$ cat src/rtl/fe_pkg.sv
package fe_pkg;

    typedef enum logic [2:0] {
        ST_IDLE,
        ST_RD_LAUNCH,
        ST_RD_HOLD,
        ST_WR_HOLD,
        ST_WR_COMMIT
    } fe_state_t;

    typedef enum logic [1:0] {
        MF_OPOUT = 2'b00,
        MF_BAUD  = 2'b01,
        MF_RXRDY = 2'b10,
        MF_RSVD  = 2'b11
    } mf_sel_t;

    localparam int AFR_BITS = 3;
    localparam int NUM_CH   = 2;

endpackage

$ cat src/rtl/fe_strobe_sync.sv
module fe_strobe_sync #(
    parameter int STAGES = 2
) (
    input  logic clk,
    input  logic rst,
    input  logic strobe_n,
    output logic level,
    output logic fall,
    output logic rise
);
    localparam int LAST = STAGES - 1;

    logic [LAST:0] sync_q;
    logic          prev_q;

    always_ff @(posedge clk) begin
        if (rst) begin
            sync_q <= '1;
            prev_q <= 1'b1;
        end else begin
            sync_q[0] <= strobe_n;
            for (int k = 1; k < STAGES; k++) begin
                sync_q[k] <= sync_q[k-1];
            end
            prev_q <= sync_q[LAST];
        end
    end

    assign level = sync_q[LAST];
    assign fall  = prev_q & ~sync_q[LAST];
    assign rise  = ~prev_q & sync_q[LAST];
endmodule

$ cat src/rtl/fe_chan_afr.sv
module fe_chan_afr
    import fe_pkg::*;
(
    input  logic                clk,
    input  logic                rst,
    input  logic                we,
    input  logic [AFR_BITS-1:0] wdata,
    input  logic                mcr3,
    input  logic                baud16,
    input  logic                rxrdy_n,
    output logic [AFR_BITS-1:0] afr,
    output logic                mf
);
    logic [AFR_BITS-1:0] afr_q;
    mf_sel_t             sel;

    always_ff @(posedge clk) begin
        if (rst) begin
            afr_q <= '0;
        end else if (we) begin
            afr_q <= wdata;
        end
    end

    assign sel = mf_sel_t'(afr_q[2:1]);
    assign afr = afr_q;

    always_comb begin
        unique case (sel)
            MF_OPOUT: mf = ~mcr3;
            MF_BAUD:  mf = baud16;
            MF_RXRDY: mf = rxrdy_n;
            MF_RSVD:  mf = 1'b1;
            default:  mf = 1'b1;
        endcase
    end
endmodule

$ cat src/rtl/fe_bus_fsm.sv
module fe_bus_fsm
    import fe_pkg::*;
#(
    parameter int ADDR_W   = 3,
    parameter int DATA_W   = 8,
    parameter int AFR_ADDR = 2
) (
    input  logic                clk,
    input  logic                rst,
    input  logic                rd_fall,
    input  logic                rd_level,
    input  logic                wr_fall,
    input  logic                wr_level,
    input  logic                cs_n,
    input  logic                ch_sel,
    input  logic [ADDR_W-1:0]   addr,
    input  logic [DATA_W-1:0]   wdata,
    input  logic                alt_bank,
    input  logic                bcast,
    input  logic [DATA_W-1:0]   reg_rdata_a,
    input  logic [DATA_W-1:0]   reg_rdata_b,
    input  logic [AFR_BITS-1:0] afr_a,
    input  logic [AFR_BITS-1:0] afr_b,
    output logic                reg_wr_a,
    output logic                reg_wr_b,
    output logic                reg_rd_a,
    output logic                reg_rd_b,
    output logic [ADDR_W-1:0]   reg_addr,
    output logic [DATA_W-1:0]   reg_wdata,
    output logic                afr_we_a,
    output logic                afr_we_b,
    output logic [DATA_W-1:0]   rdata,
    output logic                rdata_oe
);
    localparam logic [ADDR_W-1:0] AFR_A = ADDR_W'(AFR_ADDR);
    localparam int PAD_W = DATA_W - AFR_BITS;

    fe_state_t state_q, state_d;

    logic [ADDR_W-1:0] txn_addr_q;
    logic [DATA_W-1:0] txn_data_q;
    logic              txn_ch_q;
    logic              txn_alt_q;
    logic              txn_cs_ok_q;
    logic [DATA_W-1:0] rdata_q;
    logic              afr_hit;
    logic              commit;
    logic              tgt_a;
    logic              tgt_b;

    // state register
    always_ff @(posedge clk) begin
        if (rst) state_q <= ST_IDLE;
        else     state_q <= state_d;
    end

    // next state
    always_comb begin
        state_d = state_q;
        unique case (state_q)
            ST_IDLE: begin
                if (rd_fall && !cs_n)      state_d = ST_RD_LAUNCH;
                else if (wr_fall && !cs_n) state_d = ST_WR_HOLD;
            end
            ST_RD_LAUNCH: state_d = ST_RD_HOLD;
            ST_RD_HOLD:   if (rd_level) state_d = ST_IDLE;
            ST_WR_HOLD:   if (wr_level) state_d = ST_WR_COMMIT;
            ST_WR_COMMIT: state_d = ST_IDLE;
            default:      state_d = ST_IDLE;
        endcase
    end

    // transaction capture
    always_ff @(posedge clk) begin
        if (rst) begin
            txn_addr_q  <= '0;
            txn_data_q  <= '0;
            txn_ch_q    <= 1'b0;
            txn_alt_q   <= 1'b0;
            txn_cs_ok_q <= 1'b0;
            rdata_q     <= '0;
        end else begin
            if ((state_q == ST_IDLE && state_d != ST_IDLE) || state_q == ST_WR_HOLD) begin
                txn_addr_q  <= addr;
                txn_data_q  <= wdata;
                txn_ch_q    <= ch_sel;
                txn_alt_q   <= alt_bank;
                txn_cs_ok_q <= !cs_n;
            end
            if (state_q == ST_RD_LAUNCH) begin
                if (afr_hit)
                    rdata_q <= {{PAD_W{1'b0}}, (txn_ch_q ? afr_a : afr_b)};
                else
                    rdata_q <= txn_ch_q ? reg_rdata_a : reg_rdata_b;
            end
        end
    end

    assign afr_hit = txn_alt_q && (txn_addr_q == AFR_A);
    assign commit  = (state_q == ST_WR_COMMIT) && txn_cs_ok_q;
    assign tgt_a   = bcast || txn_ch_q;
    assign tgt_b   = bcast || !txn_ch_q;

    // outputs
    always_comb begin
        reg_wr_a  = commit && tgt_a && !afr_hit;
        reg_wr_b  = commit && tgt_b && !afr_hit;
        afr_we_a  = commit && tgt_a && afr_hit;
        afr_we_b  = commit && tgt_b && afr_hit;
        reg_rd_a  = (state_q == ST_RD_LAUNCH) && !afr_hit && txn_ch_q;
        reg_rd_b  = (state_q == ST_RD_LAUNCH) && !afr_hit && !txn_ch_q;
        reg_addr  = txn_addr_q;
        reg_wdata = txn_data_q;
        rdata_oe  = (state_q == ST_RD_HOLD);
        rdata     = rdata_oe ? rdata_q : '0;
    end
endmodule

$ cat src/rtl/dual_uart_host_fe.sv
module dual_uart_host_fe
    import fe_pkg::*;
#(
    parameter int ADDR_W      = 3,
    parameter int DATA_W      = 8,
    parameter int SYNC_STAGES = 2,
    parameter int AFR_ADDR    = 2
) (
    input  logic              clk,
    input  logic              rst,
    input  logic              cs_n,
    input  logic              ch_sel,
    input  logic [ADDR_W-1:0] addr,
    input  logic              rd_n,
    input  logic              wr_n,
    input  logic [DATA_W-1:0] wdata,
    input  logic              alt_bank,
    output logic [DATA_W-1:0] rdata,
    output logic              rdata_oe,
    output logic              reg_wr_a,
    output logic              reg_wr_b,
    output logic              reg_rd_a,
    output logic              reg_rd_b,
    output logic [ADDR_W-1:0] reg_addr,
    output logic [DATA_W-1:0] reg_wdata,
    input  logic [DATA_W-1:0] reg_rdata_a,
    input  logic [DATA_W-1:0] reg_rdata_b,
    input  logic              mcr3_a,
    input  logic              mcr3_b,
    input  logic              baud16_a,
    input  logic              baud16_b,
    input  logic              rxrdy_n_a,
    input  logic              rxrdy_n_b,
    output logic              mf_a,
    output logic              mf_b
);
    logic rd_level, rd_fall, rd_rise;
    logic wr_level, wr_fall, wr_rise;
    logic afr_we_a, afr_we_b;
    logic [AFR_BITS-1:0] afr_a, afr_b;

    logic [NUM_CH-1:0]   ch_we, ch_mcr3, ch_baud, ch_rxrdy, ch_mf;
    logic [AFR_BITS-1:0] ch_afr [NUM_CH];

    fe_strobe_sync #(.STAGES(SYNC_STAGES)) u_rd_sync (
        .clk(clk), .rst(rst), .strobe_n(rd_n),
        .level(rd_level), .fall(rd_fall), .rise(rd_rise)
    );

    fe_strobe_sync #(.STAGES(SYNC_STAGES)) u_wr_sync (
        .clk(clk), .rst(rst), .strobe_n(wr_n),
        .level(wr_level), .fall(wr_fall), .rise(wr_rise)
    );

    fe_bus_fsm #(.ADDR_W(ADDR_W), .DATA_W(DATA_W), .AFR_ADDR(AFR_ADDR)) u_fsm (
        .clk(clk), .rst(rst),
        .rd_fall(rd_fall), .rd_level(rd_level),
        .wr_fall(wr_fall), .wr_level(wr_level),
        .cs_n(cs_n), .ch_sel(ch_sel), .addr(addr), .wdata(wdata),
        .alt_bank(alt_bank), .bcast(afr_a[0] | afr_b[0]),
        .reg_rdata_a(reg_rdata_a), .reg_rdata_b(reg_rdata_b),
        .afr_a(afr_a), .afr_b(afr_b),
        .reg_wr_a(reg_wr_a), .reg_wr_b(reg_wr_b),
        .reg_rd_a(reg_rd_a), .reg_rd_b(reg_rd_b),
        .reg_addr(reg_addr), .reg_wdata(reg_wdata),
        .afr_we_a(afr_we_a), .afr_we_b(afr_we_b),
        .rdata(rdata), .rdata_oe(rdata_oe)
    );

    // index 0 is channel A, index 1 is channel B
    assign ch_we    = {afr_we_b, afr_we_a};
    assign ch_mcr3  = {mcr3_b, mcr3_a};
    assign ch_baud  = {baud16_b, baud16_a};
    assign ch_rxrdy = {rxrdy_n_b, rxrdy_n_a};

    for (genvar c = 0; c < NUM_CH; c++) begin : g_chan
        fe_chan_afr u_afr (
            .clk(clk), .rst(rst),
            .we(ch_we[c]), .wdata(reg_wdata[AFR_BITS-1:0]),
            .mcr3(ch_mcr3[c]), .baud16(ch_baud[c]), .rxrdy_n(ch_rxrdy[c]),
            .afr(ch_afr[c]), .mf(ch_mf[c])
        );
    end

    assign afr_a = ch_afr[0];
    assign afr_b = ch_afr[1];
    assign mf_a  = ch_mf[0];
    assign mf_b  = ch_mf[1];

    logic unused_edges;
    assign unused_edges = rd_rise ^ wr_rise;
endmodule

$ cat config.mk
export PLATFORM = sky130hd
export DESIGN_NAME = dual_uart_host_fe
export DESIGN_NICKNAME = d
export VERILOG_FILES = /design/src/rtl/fe_pkg.sv /design/src/rtl/fe_strobe_sync.sv /design/src/rtl/fe_chan_afr.sv /design/src/rtl/fe_bus_fsm.sv /design/src/rtl/dual_uart_host_fe.sv
export SDC_FILE = /design/constraint.sdc
export NUM_CORES = 1
export LEC_CHECK = 0
export CORE_ASPECT_RATIO = 0.5
export CORE_MARGIN = 4
export CORE_UTILIZATION = 47
export CTS_CLUSTER_DIAMETER = 100
export DETAILED_ROUTE_END_ITERATION = 8
export GPL_TIMING_DRIVEN = 0
export PLACE_DENSITY = 0.93
export SYNTH_ARGS = -nofsm -noshare
export SYNTH_HDL_FRONTEND = slang
export SYNTH_SLANG_ARGS = --single-unit
$ cat constraint.sdc
create_clock -name clk -period 4.22 [get_ports clk]
set_clock_uncertainty 0.1 [all_clocks]
set_input_delay 0.844 -clock clk [delete_from_list [all_inputs] [get_ports clk]]
set_output_delay 0.844 -clock clk [all_outputs]
set_load 0.005 [all_outputs]
==> flow_metrics.env, run 1 <==
export IMPL_worst_path_max_delay_cell="sky130_fd_sc_hd__nor3b_1"
export IMPL_crit_type="flip-flop to primary output"
export IMPL_pwr_share_seq_pct=43.8
export IMPL_start_util_pct=50.5
export IMPL_grt_overflow=0
export IMPL_critical_path_cell_chain="clkbuf_2, nor3b_1, and2_1, clkdlybuf4s50_1"
export IMPL_setup_crit_end_kind="primary output"
export IMPL_final_hold_violation_count=0
export IMPL_dr_first_iter_drc_count=70
export IMPL_final_nets=294
export IMPL_fp_dieH_um=51.5
export IMPL_setup_viol_count_final=0
export IMPL_numClockSinks=37
export IMPL_cts_root_buf="sky130_fd_sc_hd__clkbuf_8"
export IMPL_synth_top_area_cell="sky130_fd_sc_hd__dfxtp_1"
export IMPL_antenna_found_initial=0
export IMPL_grt_pass1_vias=1660
export IMPL_drt_wl_total_um=4770
export IMPL_core_area_mm2=0.00353
export IMPL_post_cts_setup_buffer_count=0
export IMPL_tightest_slew_ps=770
export IMPL_drt_pass1_iterations=4
export IMPL_unrepaired_setup_endpoints_after_global_routing="no"
export IMPL_post_route_period_util_pct=74.5
export IMPL_cts_hold_fix_buffers=0
export IMPL_layout_core_utilization_pct=74.5
export IMPL_gr_usage_all_layers_pct=20.1
export IMPL_synth_warning_count=0
export IMPL_ys_dominant_reg_cell="sky130_fd_sc_hd__dfxtp_1"
export IMPL_worst_skew_pair_late_latency_ps=290
export IMPL_leakagePower_nw=0.993
export IMPL_critPathMaxFanout=9
export IMPL_synthesis_area_per_instance_um2=9.78
export IMPL_cts_htree_levels=2
export IMPL_synth_area_leaders="sky130_fd_sc_hd__dfxtp_1 42%, sky130_fd_sc_hd__nand4b_1 6.4%, sky130_fd_sc_hd__o21ai_2 5.4%, sky130_fd_sc_hd__mux2i_1 5.1%, sky130_fd_sc_hd__nor2_1 5.1%"
export IMPL_place_detailed_hpwl_um=3490
export IMPL_drtAntennaViolNets=0
export IMPL_p_per_area_mw_per_mm2=317
export IMPL_rows=15
export IMPL_outcome="finished clean"
export IMPL_cts_resized=0
export IMPL_power_switching_mw=0.173
export IMPL_gp_routability_congestion=0.791
export IMPL_critical_path_arrival_ps=2200
export IMPL_cts_buffers=5
export IMPL_max_freq_ghz=0.318
export IMPL_worst_ir_drop_on_vdd_mv=0.163
export IMPL_dieWidth_um=95.0
export IMPL_route_met3_wl_um=332
export IMPL_fraction_of_registers_with_async_set_or_reset_after_synthesis_pct=0
export IMPL_top_layer="met4"
export IMPL_final_period_demand_of_the_worst_path_ps=3150
export IMPL_syn_num_nets=222
export IMPL_ratio_of_cells_with_drive_above_1_in_the_final_layout_pct=17.3
export IMPL_netSwitchingFraction_pct=20.8
export IMPL_max_slew_margin_rel_pct=48.5
export IMPL_final_setup_tns_ps=0
export IMPL_routed_wl_met2_um=2400
export IMPL_pin_count_of_the_biggest_net_entering_global_routing=13
export IMPL_cts_path_max_buffers=2
export IMPL_power_mw=0.835
export IMPL_route_detailed_wl_per_inst_um=15.6
export IMPL_yosysUniqueCellTypes=33
export IMPL_critical_path_required_ps=3280
export IMPL_setup_worst_path_start_class="flip-flop"
export IMPL_synth_yosys_seq_area_share_pct=41.6
export IMPL_synth_seq_cells=37
export IMPL_finalMaxSlewViolations=0
export IMPL_drc_errors=0
export IMPL_clk_pin_slew_worst_paths_ps=70
export IMPL_vias=1646
export IMPL_intPower_mw=0.661
export IMPL_num_antenna_cells=0
export IMPL_synth_top_area_share_pct=41.6
export IMPL_avg_vias_per_cell=5.38
export IMPL_placed_instance_area_mm2=0.00249
export IMPL_numPortBuffers=65
export IMPL_combPwrFrac_pct=12.5
export IMPL_postSynthCellCount=182
export IMPL_synth_edff_count=0
export IMPL_die_area_mm2=0.00490
export IMPL_netlist_area_mm2=0.00178
export IMPL_pin_count=66
export IMPL_finish_cell_count_without_fillers=306
export IMPL_fin_area_mm2=0.00263
export IMPL_area_growth_synth_to_final_pct=47.6
export IMPL_cp_slowest_stage_delay_ps=670
export IMPL_max_cap_viol_count=0
export IMPL_grt_pass1_wl_um=7560
export IMPL_tritoncts="built"
export IMPL_hp_class="flip-flop to flip-flop"
export IMPL_dp_cells=298
export IMPL_power_frac_clock_pct=43.6
export IMPL_wl_met1_um=1940
-- cells in the mapped netlist, types with 3 or more instances --
cell type	count
sky130_fd_sc_hd__nor3_1	3
sky130_fd_sc_hd__mux4_2	3
sky130_fd_sc_hd__dfxtp_1	37
sky130_fd_sc_hd__a22oi_1	5
sky130_fd_sc_hd__a21oi_1	3
sky130_fd_sc_hd__mux2_2	5
sky130_fd_sc_hd__or2_2	6
sky130_fd_sc_hd__inv_1	3
sky130_fd_sc_hd__nor2b_1	3
sky130_fd_sc_hd__nor2_1	24
sky130_fd_sc_hd__clkbuf_1	7
sky130_fd_sc_hd__o21ai_2	11
sky130_fd_sc_hd__o21ai_0	4
sky130_fd_sc_hd__mux2i_1	9
sky130_fd_sc_hd__a211oi_1	4
sky130_fd_sc_hd__nand4b_1	13
sky130_fd_sc_hd__nand2b_1	14
sky130_fd_sc_hd__and2_1	8
-- final cells by class --
| type | instances | area, um2 |
|---|---|---|
| multi-input cells | 129 | 957 |
| fillers | 268 | 900 |
| flip-flops and latches | 37 | 741 |
| repair buffers | 65 | 651 |
| plain buffers | 13 | 71.3 |
| clock buffers | 5 | 68.8 |
| clock inverters | 3 | 65.1 |
| well taps | 51 | 63.8 |
| inverters | 3 | 11.3 |
-- worst paths after layout --
kind	start	endpoint	slack, ps	cells after the start
worst max register to register	u_fsm.reg_addr[1]	g_chan[0].u_afr.afr[2]	2450	5
worst min register to register	u_rd_sync.sync_q[0]	u_rd_sync.sync_q[1]	330	1
worst max-delay path	u_fsm.state_q[1]	rdata[0]	1070	4
worst min-delay path	u_rd_sync.sync_q[0]	u_rd_sync.sync_q[1]	330	1
-- layer usage --
| metal | vias up | GRT usage, % |
|---|---|---|
| li1 | 784 | - |
| met1 | 788 | 22.1 |
| met2 | 62 | 36.3 |
| met3 | 12 | 5.64 |
| met4 | 0 | 9.81 |
| met5 | - | 0 |
-- through the flow --
| step | hold WS [ps] | worst slack [ps] |
|---|---|---|
| 2_1_floorplan | 289 | 2100 |
| 3_3_place_gp | 292 | 1230 |
| 3_5_place_dp | 308 | 1200 |
| 4_1_cts | 333 | 1030 |
| 5_1_grt | 362 | 901 |
| 6_report | 331 | 1070 |
-- power groups by stage --
stage                     registers, mW  clock network [mW]  logic (mW)
final                             0.366               0.364       0.104
after global routing              0.367               0.380       0.113
after CTS                         0.366               0.366       0.105
after detailed placement          0.374                   0       0.104
after global placement            0.373                   0       0.101
after floorplan                   0.372                   0      0.0465
-- flip-flops by register name, indices dropped and copies added (netlist names) --
| register | cells |
|---|---|
| u_fsm.rdata_q | 8 |
| u_fsm.reg_wdata | 8 |
| g_chan.u_afr.afr | 6 |
| u_fsm.reg_addr | 3 |
| u_fsm.state_q | 3 |
| u_rd_sync.sync_q | 2 |
| u_wr_sync.sync_q | 2 |
| u_fsm.txn_alt_q | 1 |
| u_fsm.txn_ch_q | 1 |
| u_fsm.txn_cs_ok_q | 1 |
| u_rd_sync.prev_q | 1 |
| u_wr_sync.prev_q | 1 |
-- cell usage in the layout (no fill, tap or decap) --
cell,netlist,routed
sky130_fd_sc_hd__dfxtp_1,37,37
sky130_fd_sc_hd__nor2b_1,3,3
sky130_fd_sc_hd__inv_1,3,3
sky130_fd_sc_hd__mux2i_1,9,9
sky130_fd_sc_hd__buf_4,1,1
sky130_fd_sc_hd__nand3b_1,2,2
sky130_fd_sc_hd__and4bb_2,1,1
sky130_fd_sc_hd__a21oi_1,3,3
sky130_fd_sc_hd__or2_2,6,6
sky130_fd_sc_hd__clkbuf_1,7,7
sky130_fd_sc_hd__and2_1,8,8
sky130_fd_sc_hd__buf_2,2,2
sky130_fd_sc_hd__bufinv_16,0,2
sky130_fd_sc_hd__nand4b_1,13,13
sky130_fd_sc_hd__clkdlybuf4s50_1,0,65
sky130_fd_sc_hd__clkbuf_2,1,1
sky130_fd_sc_hd__clkinv_2,0,1
sky130_fd_sc_hd__nor4_4,1,1
sky130_fd_sc_hd__nor3b_1,2,2
sky130_fd_sc_hd__or3b_1,1,1
sky130_fd_sc_hd__nor3_1,3,3
sky130_fd_sc_hd__a22oi_1,5,5
sky130_fd_sc_hd__nor2_2,1,1
sky130_fd_sc_hd__clkbuf_8,0,5
sky130_fd_sc_hd__nor2_1,24,24
sky130_fd_sc_hd__o21ai_0,4,4
sky130_fd_sc_hd__o21ai_2,11,11
sky130_fd_sc_hd__and2_4,1,1
sky130_fd_sc_hd__nor4bb_1,1,1
sky130_fd_sc_hd__mux2_2,5,5
sky130_fd_sc_hd__mux4_2,3,3
sky130_fd_sc_hd__buf_6,2,2
sky130_fd_sc_hd__o311ai_2,1,1
sky130_fd_sc_hd__o21a_1,1,1
sky130_fd_sc_hd__nand2b_1,14,14
sky130_fd_sc_hd__nand3_1,2,2
sky130_fd_sc_hd__a211oi_1,4,4
-- cell families after synthesis --
kind of cell | synth area share, %
simple gates | 29.2
compound gates | 12.5
buf+inv | 4.64
flops | 41.6
mux | 12.0
-- worst max-delay path: cells and delay by family (launching register included) --
family                 cells  cell delay [ps]
and+or+nand+nor            2              910
DFF                        1              310
buffers and inverters      2              700
(Power assumes the default switching activity.)
==> inputs of run 2 (changes only) <==
--- a/config.mk
+++ b/config.mk
@@ -7,11 +7,11 @@
 export LEC_CHECK = 0
 export CORE_ASPECT_RATIO = 0.5
 export CORE_MARGIN = 4
-export CORE_UTILIZATION = 47
+export CORE_UTILIZATION = 40
 export CTS_CLUSTER_DIAMETER = 100
 export DETAILED_ROUTE_END_ITERATION = 8
 export GPL_TIMING_DRIVEN = 0
-export PLACE_DENSITY = 0.93
+export PLACE_DENSITY = 0.85
 export SYNTH_ARGS = -nofsm -noshare
 export SYNTH_HDL_FRONTEND = slang
 export SYNTH_SLANG_ARGS = --single-unit
==> constraint.sdc (replaced) <==
create_clock -name clk -period 2.7 [get_ports clk]
set_clock_uncertainty 0.1 [all_clocks]
set_input_delay 0.54 -clock clk [delete_from_list [all_inputs] [get_ports clk]]
set_output_delay 0.54 -clock clk [all_outputs]
set_load 0.005 [all_outputs]
==> run 2 against run 1 <==
  * Non-clock buffer count down 1
  * Critical path depth up 1
  * Cell count up 0.33%
  * Via count down 5.0%
  * Design area down 1.0%
  * Setup slack worse by 1000 ps
  * Largest cell class unchanged
  * Sequential share of layout area up 0.30 points
==> flow_metrics.env, run 2 (synthesis results as in run 1) <==
export IMPL_dp_slack_ps=120
export IMPL_multi_input_comb_area_um2=977
export IMPL_regToRegEndpoint="u_fsm.rdata_q[0]"
export IMPL_setup_crit_end_kind="primary output"
export IMPL_avg_vias_per_cell=5.09
export IMPL_numClockSinks=37
export IMPL_fin_area_mm2=0.00260
export IMPL_max_freq_ghz=0.381
export IMPL_numPortBuffers=65
export IMPL_grt_overflow=0
export IMPL_grt_pass1_wl_um=7080
export IMPL_cts_hold_fix_buffers=0
export IMPL_finish_cell_count_without_fillers=307
export IMPL_tightest_slew_ps=475
export IMPL_crit_type="flip-flop to primary output"
export IMPL_start_util_pct=43.6
export IMPL_pin_count=66
export IMPL_critPathMaxFanout=9
export IMPL_pin_count_of_the_biggest_net_entering_global_routing=11
export IMPL_cts_root_buf="sky130_fd_sc_hd__clkbuf_8"
export IMPL_cts_htree_levels=2
export IMPL_ratio_of_cells_with_drive_above_1_in_the_final_layout_pct=17.4
export IMPL_max_slew_margin_rel_pct=68.3
export IMPL_drtAntennaViolNets=0
export IMPL_seqCellArea_um2=741
export IMPL_gr_usage_all_layers_pct=16.5
export IMPL_drc_errors=0
export IMPL_worst_skew_pair_late_latency_ps=280
export IMPL_fin_worst_hold_slack_ps=314
export IMPL_clk_pin_slew_worst_paths_ps=70
export IMPL_holdCritStartpoint="u_wr_sync.sync_q[0]"
export IMPL_layout_setup_ws_ps=73.6
export IMPL_hp_class="flip-flop to flip-flop"
export IMPL_gp_routability_congestion=0.757
export IMPL_vias=1563
export IMPL_timing_hold_worst_path_depth=1
export IMPL_dr_first_iter_drc_count=69
export IMPL_rr_worst_depth=5
export IMPL_finalMaxSlewViolations=0
export IMPL_cts_path_max_buffers=2
export IMPL_cts_buffers=5
export IMPL_placed_instance_area_mm2=0.00250
export IMPL_max_cap_viol_count=0
export IMPL_worst_ir_drop_on_vdd_mv=0.249
export IMPL_critical_path_required_ps=2060
export IMPL_num_antenna_cells=0
export IMPL_final_setup_tns_ps=0
export IMPL_outcome="finished clean"
export IMPL_tritoncts="built"
export IMPL_nFillCells=340
export IMPL_drt_wl_total_um=4540
export IMPL_worst_path_max_delay_cell="sky130_fd_sc_hd__clkdlybuf4s50_1"
export IMPL_reg2reg_setup_slack_ps=930
export IMPL_cp_slowest_stage_delay_ps=470
export IMPL_area_growth_synth_to_final_pct=46.1
export IMPL_setup_worst_path_start_class="flip-flop"
export IMPL_p_per_area_mw_per_mm2=428
export IMPL_critical_path_reg2reg_startpoint="u_fsm.reg_addr[1]"
export IMPL_fp_dieH_um=55.2
export IMPL_post_route_period_util_pct=97.3
export IMPL_leakagePower_nw=0.974
export IMPL_antenna_found_initial=0
export IMPL_post_cts_setup_buffer_count=0
export IMPL_die_area_mm2=0.00565
export IMPL_core_area_mm2=0.00408
export IMPL_most_common_layout_cells="64 x sky130_fd_sc_hd__clkdlybuf4s50_1, 37 x sky130_fd_sc_hd__dfxtp_1, 24 x sky130_fd_sc_hd__nor2_1, 14 x sky130_fd_sc_hd__nand2b_1, 13 x sky130_fd_sc_hd__nand4b_1"
export IMPL_final_hold_violation_count=0
export IMPL_place_detailed_hpwl_um=3480
export IMPL_route_detailed_wl_per_inst_um=14.8
export IMPL_dp_cells=301
export IMPL_critical_path_cell_chain="nor4bb_2, clkbuf_4, nand2b_1, a21oi_1, clkdlybuf4s50_1"
export IMPL_final_nets=293
export IMPL_final_period_demand_of_the_worst_path_ps=2630
export IMPL_dieWidth_um=102
export IMPL_grt_pass1_vias=1527
export IMPL_final_common_cell="sky130_fd_sc_hd__clkdlybuf4s50_1"
export IMPL_critical_path_arrival_ps=1990
export IMPL_rows=16
export IMPL_holdPathEnd="u_wr_sync.sync_q[1]"
export IMPL_setup_viol_count_final=0
export IMPL_drt_pass1_iterations=4
-- run 2: per-layer routing --
metal	global-route usage [%]	part of all wire, %	routed length (um)
met5	0	0	0
met4	4.14	0.60	27
met3	4.01	6.0	272
met2	30.8	51	2320
met1	19.5	42	1920
-- run 2: where the power goes --
group	internal [mW]	switching (mW)	total, mW	leakage (nW)
Sequential	0.562	0.0116	0.573	0.301
Combinational	0.106	0.0558	0.161	0.629
Clock	0.202	0.177	0.379	0.0443
-- run 2: what timing repair did --
item | 4_1_cts | 5_1_grt
gates cloned | 0 | 0
endpoints found under the setup margin | 10 | 11
gates resized for setup | 2 | 4
-- run 2: worst max-delay path: cells and delay by family (launching register included) --
| family | cells | cell delay, ps |
|---|---|---|
| buffers and inverters | 2 | 760 |
| AOI/OAI and AO/OA | 1 | 50 |
| DFF | 1 | 380 |
| and+or+nand+nor | 2 | 530 |
-- run 2: worst max-delay path by stage --
stage / cells after the start / slack, ps / from / end
CTS: 5 / 50 / u_fsm.reg_addr[1] / reg_wr_b
finish: 5 / 70 / u_fsm.reg_addr[1] / reg_wr_b
global placement: 4 / 150 / u_fsm.state_q[1] / rdata[0]
floorplan: 3 / 890 / u_fsm.state_q[1] / rdata[0]
detailed placement: 4 / 120 / u_fsm.state_q[1] / rdata[5]
global route: 5 / -9 / u_fsm.reg_addr[1] / reg_wr_b
-- run 2: per-stage QoR --
step,util [%],power (mW)
2_1_floorplan,-,0.655
3_3_place_gp,61.2,0.742
3_5_place_dp,61.2,0.746
4_1_cts,63.4,1.12
5_1_grt,63.7,1.16
6_report,63.7,1.11
-- run 2: area by class of cell --
class,count,share of cell area (%)
plain buffers,12,2.65
flip-flops and latches,37,28.5
well taps,54,2.60
clock buffers,7,3.32
repair buffers,65,25.0
multi-input cells,129,37.6
inverters,3,0.433
==> inputs of run 3 (changes only) <==
--- a/config.mk
+++ b/config.mk
@@ -6,7 +6,7 @@
 export NUM_CORES = 1
 export LEC_CHECK = 0
 export CORE_ASPECT_RATIO = 0.5
-export CORE_MARGIN = 4
+export CORE_MARGIN = 1
 export CORE_UTILIZATION = 40
 export CTS_CLUSTER_DIAMETER = 100
 export DETAILED_ROUTE_END_ITERATION = 8
==> run 3 against run 2 <==
  * Register-to-register slack hardly changed
  * Global-route usage up 2.4 points
  * Sequential share of layout area increased by 0.069 points
  * Maximum frequency shrank 0.20%
  * Combinational power barely moved
  * Die area decreased by 16%
  * Largest power group unchanged
==> flow_metrics.env, run 3 (synthesis results as in run 1) <==
export IMPL_outcome="finished clean"
export IMPL_final_nets=293
export IMPL_final_setup_tns_ps=0
export IMPL_drc_errors=0
export IMPL_rows=16
export IMPL_tritoncts="built"
export IMPL_layout_setup_ws_ps=68.4
export IMPL_critical_path_arrival_ps=1990
export IMPL_critical_path_cell_chain="buf_6, or3b_4, buf_4, nor3_1, clkdlybuf4s50_1"
export IMPL_post_route_period_util_pct=97.5
export IMPL_finalMaxSlewViolations=0
export IMPL_grt_pass1_vias=1482
export IMPL_netSwitchingFraction_pct=23.1
export IMPL_grt_most_used_layer="met2"
export IMPL_numPortBuffers=65
export IMPL_leakagePower_nw=0.970
export IMPL_global_route_usage_met2_pct=32.0
export IMPL_max_slew_margin_rel_pct=68.3
export IMPL_fin_area_mm2=0.00259
export IMPL_critical_path_required_ps=2060
export IMPL_intPower_mw=0.846
export IMPL_gr_usage_all_layers_pct=18.9
export IMPL_max_freq_ghz=0.380
export IMPL_grt_overflow=0
export IMPL_hp_class="flip-flop to flip-flop"
export IMPL_p_per_area_mw_per_mm2=424
export IMPL_fp_dieH_um=49.2
export IMPL_power_frac_clock_pct=33.2
export IMPL_holdCritStartpoint="u_rd_sync.sync_q[0]"
export IMPL_combPwrFrac_pct=14.8
export IMPL_cts_root_buf="sky130_fd_sc_hd__clkbuf_8"
export IMPL_cp_slowest_stage_delay_ps=540
export IMPL_avg_vias_per_cell=5.13
export IMPL_most_common_layout_cells="65 x sky130_fd_sc_hd__clkdlybuf4s50_1, 37 x sky130_fd_sc_hd__dfxtp_1, 24 x sky130_fd_sc_hd__nor2_1, 14 x sky130_fd_sc_hd__nand2b_1, 13 x sky130_fd_sc_hd__nand4b_1"
export IMPL_cts_buffers=5
export IMPL_pwr_share_seq_pct=52.0
export IMPL_ratio_of_cells_with_drive_above_1_in_the_final_layout_pct=17.7
export IMPL_setup_crit_end_kind="primary output"
export IMPL_cts_htree_levels=2
export IMPL_grt_use_met1_pct=23.3
export IMPL_numClockSinks=37
export IMPL_pin_count=66
export IMPL_dieWidth_um=96.4
export IMPL_num_antenna_cells=0
export IMPL_worst_ir_drop_on_vdd_mv=0.220
export IMPL_critical_path_reg2reg_startpoint="u_fsm.reg_addr[1]"
export IMPL_drt_wl_total_um=4270
export IMPL_final_hold_violation_count=0
export IMPL_cts_path_max_buffers=2
export IMPL_die_area_mm2=0.00474
export IMPL_antenna_found_initial=0
export IMPL_worst_skew_pair_late_latency_ps=280
export IMPL_core_area_mm2=0.00408
export IMPL_final_period_demand_of_the_worst_path_ps=2630
export IMPL_start_util_pct=43.6
export IMPL_pin_count_of_the_biggest_net_entering_global_routing=12
export IMPL_drt_pass1_iterations=4
export IMPL_vias=1581
export IMPL_layout_core_utilization_pct=63.5
export IMPL_dp_slack_ps=117
export IMPL_max_cap_viol_count=0
export IMPL_place_detailed_hpwl_um=3240
export IMPL_drtAntennaViolNets=0
export IMPL_use_met3_pct=5.14
export IMPL_gp_routability_congestion=0.808
export IMPL_worst_path_max_delay_cell="sky130_fd_sc_hd__clkdlybuf4s50_1"
export IMPL_area_growth_synth_to_final_pct=45.7
export IMPL_tightest_slew_ps=476
export IMPL_worst_setup_path_startpoint="u_fsm.state_q[0]"
export IMPL_dr_first_iter_drc_count=45
export IMPL_critPathMaxFanout=10
export IMPL_power_switching_mw=0.254
export IMPL_route_detailed_wl_per_inst_um=13.9
export IMPL_grt_pass1_wl_um=6860
export IMPL_crit_type="flip-flop to primary output"
export IMPL_setup_worst_path_start_class="flip-flop"
export IMPL_setup_viol_count_final=0
export IMPL_placed_instance_area_mm2=0.00250
export IMPL_clk_pin_slew_worst_paths_ps=70
export IMPL_unrepaired_setup_endpoints_after_global_routing="yes"
export IMPL_final_common_cell="sky130_fd_sc_hd__clkdlybuf4s50_1"
-- run 3: stage by stage --
step,std cells,power (mW),hold WS (ps)
finish,308,1.10,322
global route,308,1.15,339
CTS,309,1.11,326
detailed placement,301,0.746,303
global placement,301,0.742,294
floorplan,182,0.655,289
-- run 3: critical path: cells and delay by family, from the launching register on --
kind,cells,cell delay (ps)
buffers and inverters,3,870
and+or+nand+nor,2,520
DFF,1,320
-- run 3: power by group through the flow --
stage | registers [mW] | logic (mW) | clock network, mW
floorplan | 0.582 | 0.0727 | 0
global placement | 0.583 | 0.159 | 0
detailed placement | 0.584 | 0.162 | 0
CTS | 0.571 | 0.164 | 0.372
global route | 0.574 | 0.175 | 0.397
finish | 0.572 | 0.162 | 0.365
-- run 3: repair_timing --
item                       CTS  global route
gates resized for setup      1             3
pin swaps                    0             0
hold buffers                 0             0
setup endpoints to repair    9             2
buffers inserted             0             0
-- run 3: metal layers --
layer	vias to the layer above	part of all wire, %
met5	-	0
met1	742	45
met4	0	0.89
li1	783	-
met3	4	6.0
met2	52	48
-- run 3: area by class of cell --
| class | count | area, um2 |
|---|---|---|
| Fill cell | 352 | 1490 |
| Multi-Input combinational cell | 129 | 976 |
| Sequential cell | 37 | 741 |
| Timing Repair Buffer | 65 | 651 |
| Clock buffer | 6 | 72.6 |
| Tap cell | 54 | 67.6 |
| Buffer | 12 | 66.3 |
| Inverter | 3 | 11.3 |
| Clock inverter | 2 | 10.0 |
-- run 3: path summary, 6_finish.rpt --
check	to	slack [ps]	cells past startpoint
max	reg_rd_b	70	5
max reg2reg	u_fsm.rdata_q[2]	940	5
min	u_rd_sync.sync_q[1]	320	1
min reg2reg	u_rd_sync.sync_q[1]	320	1
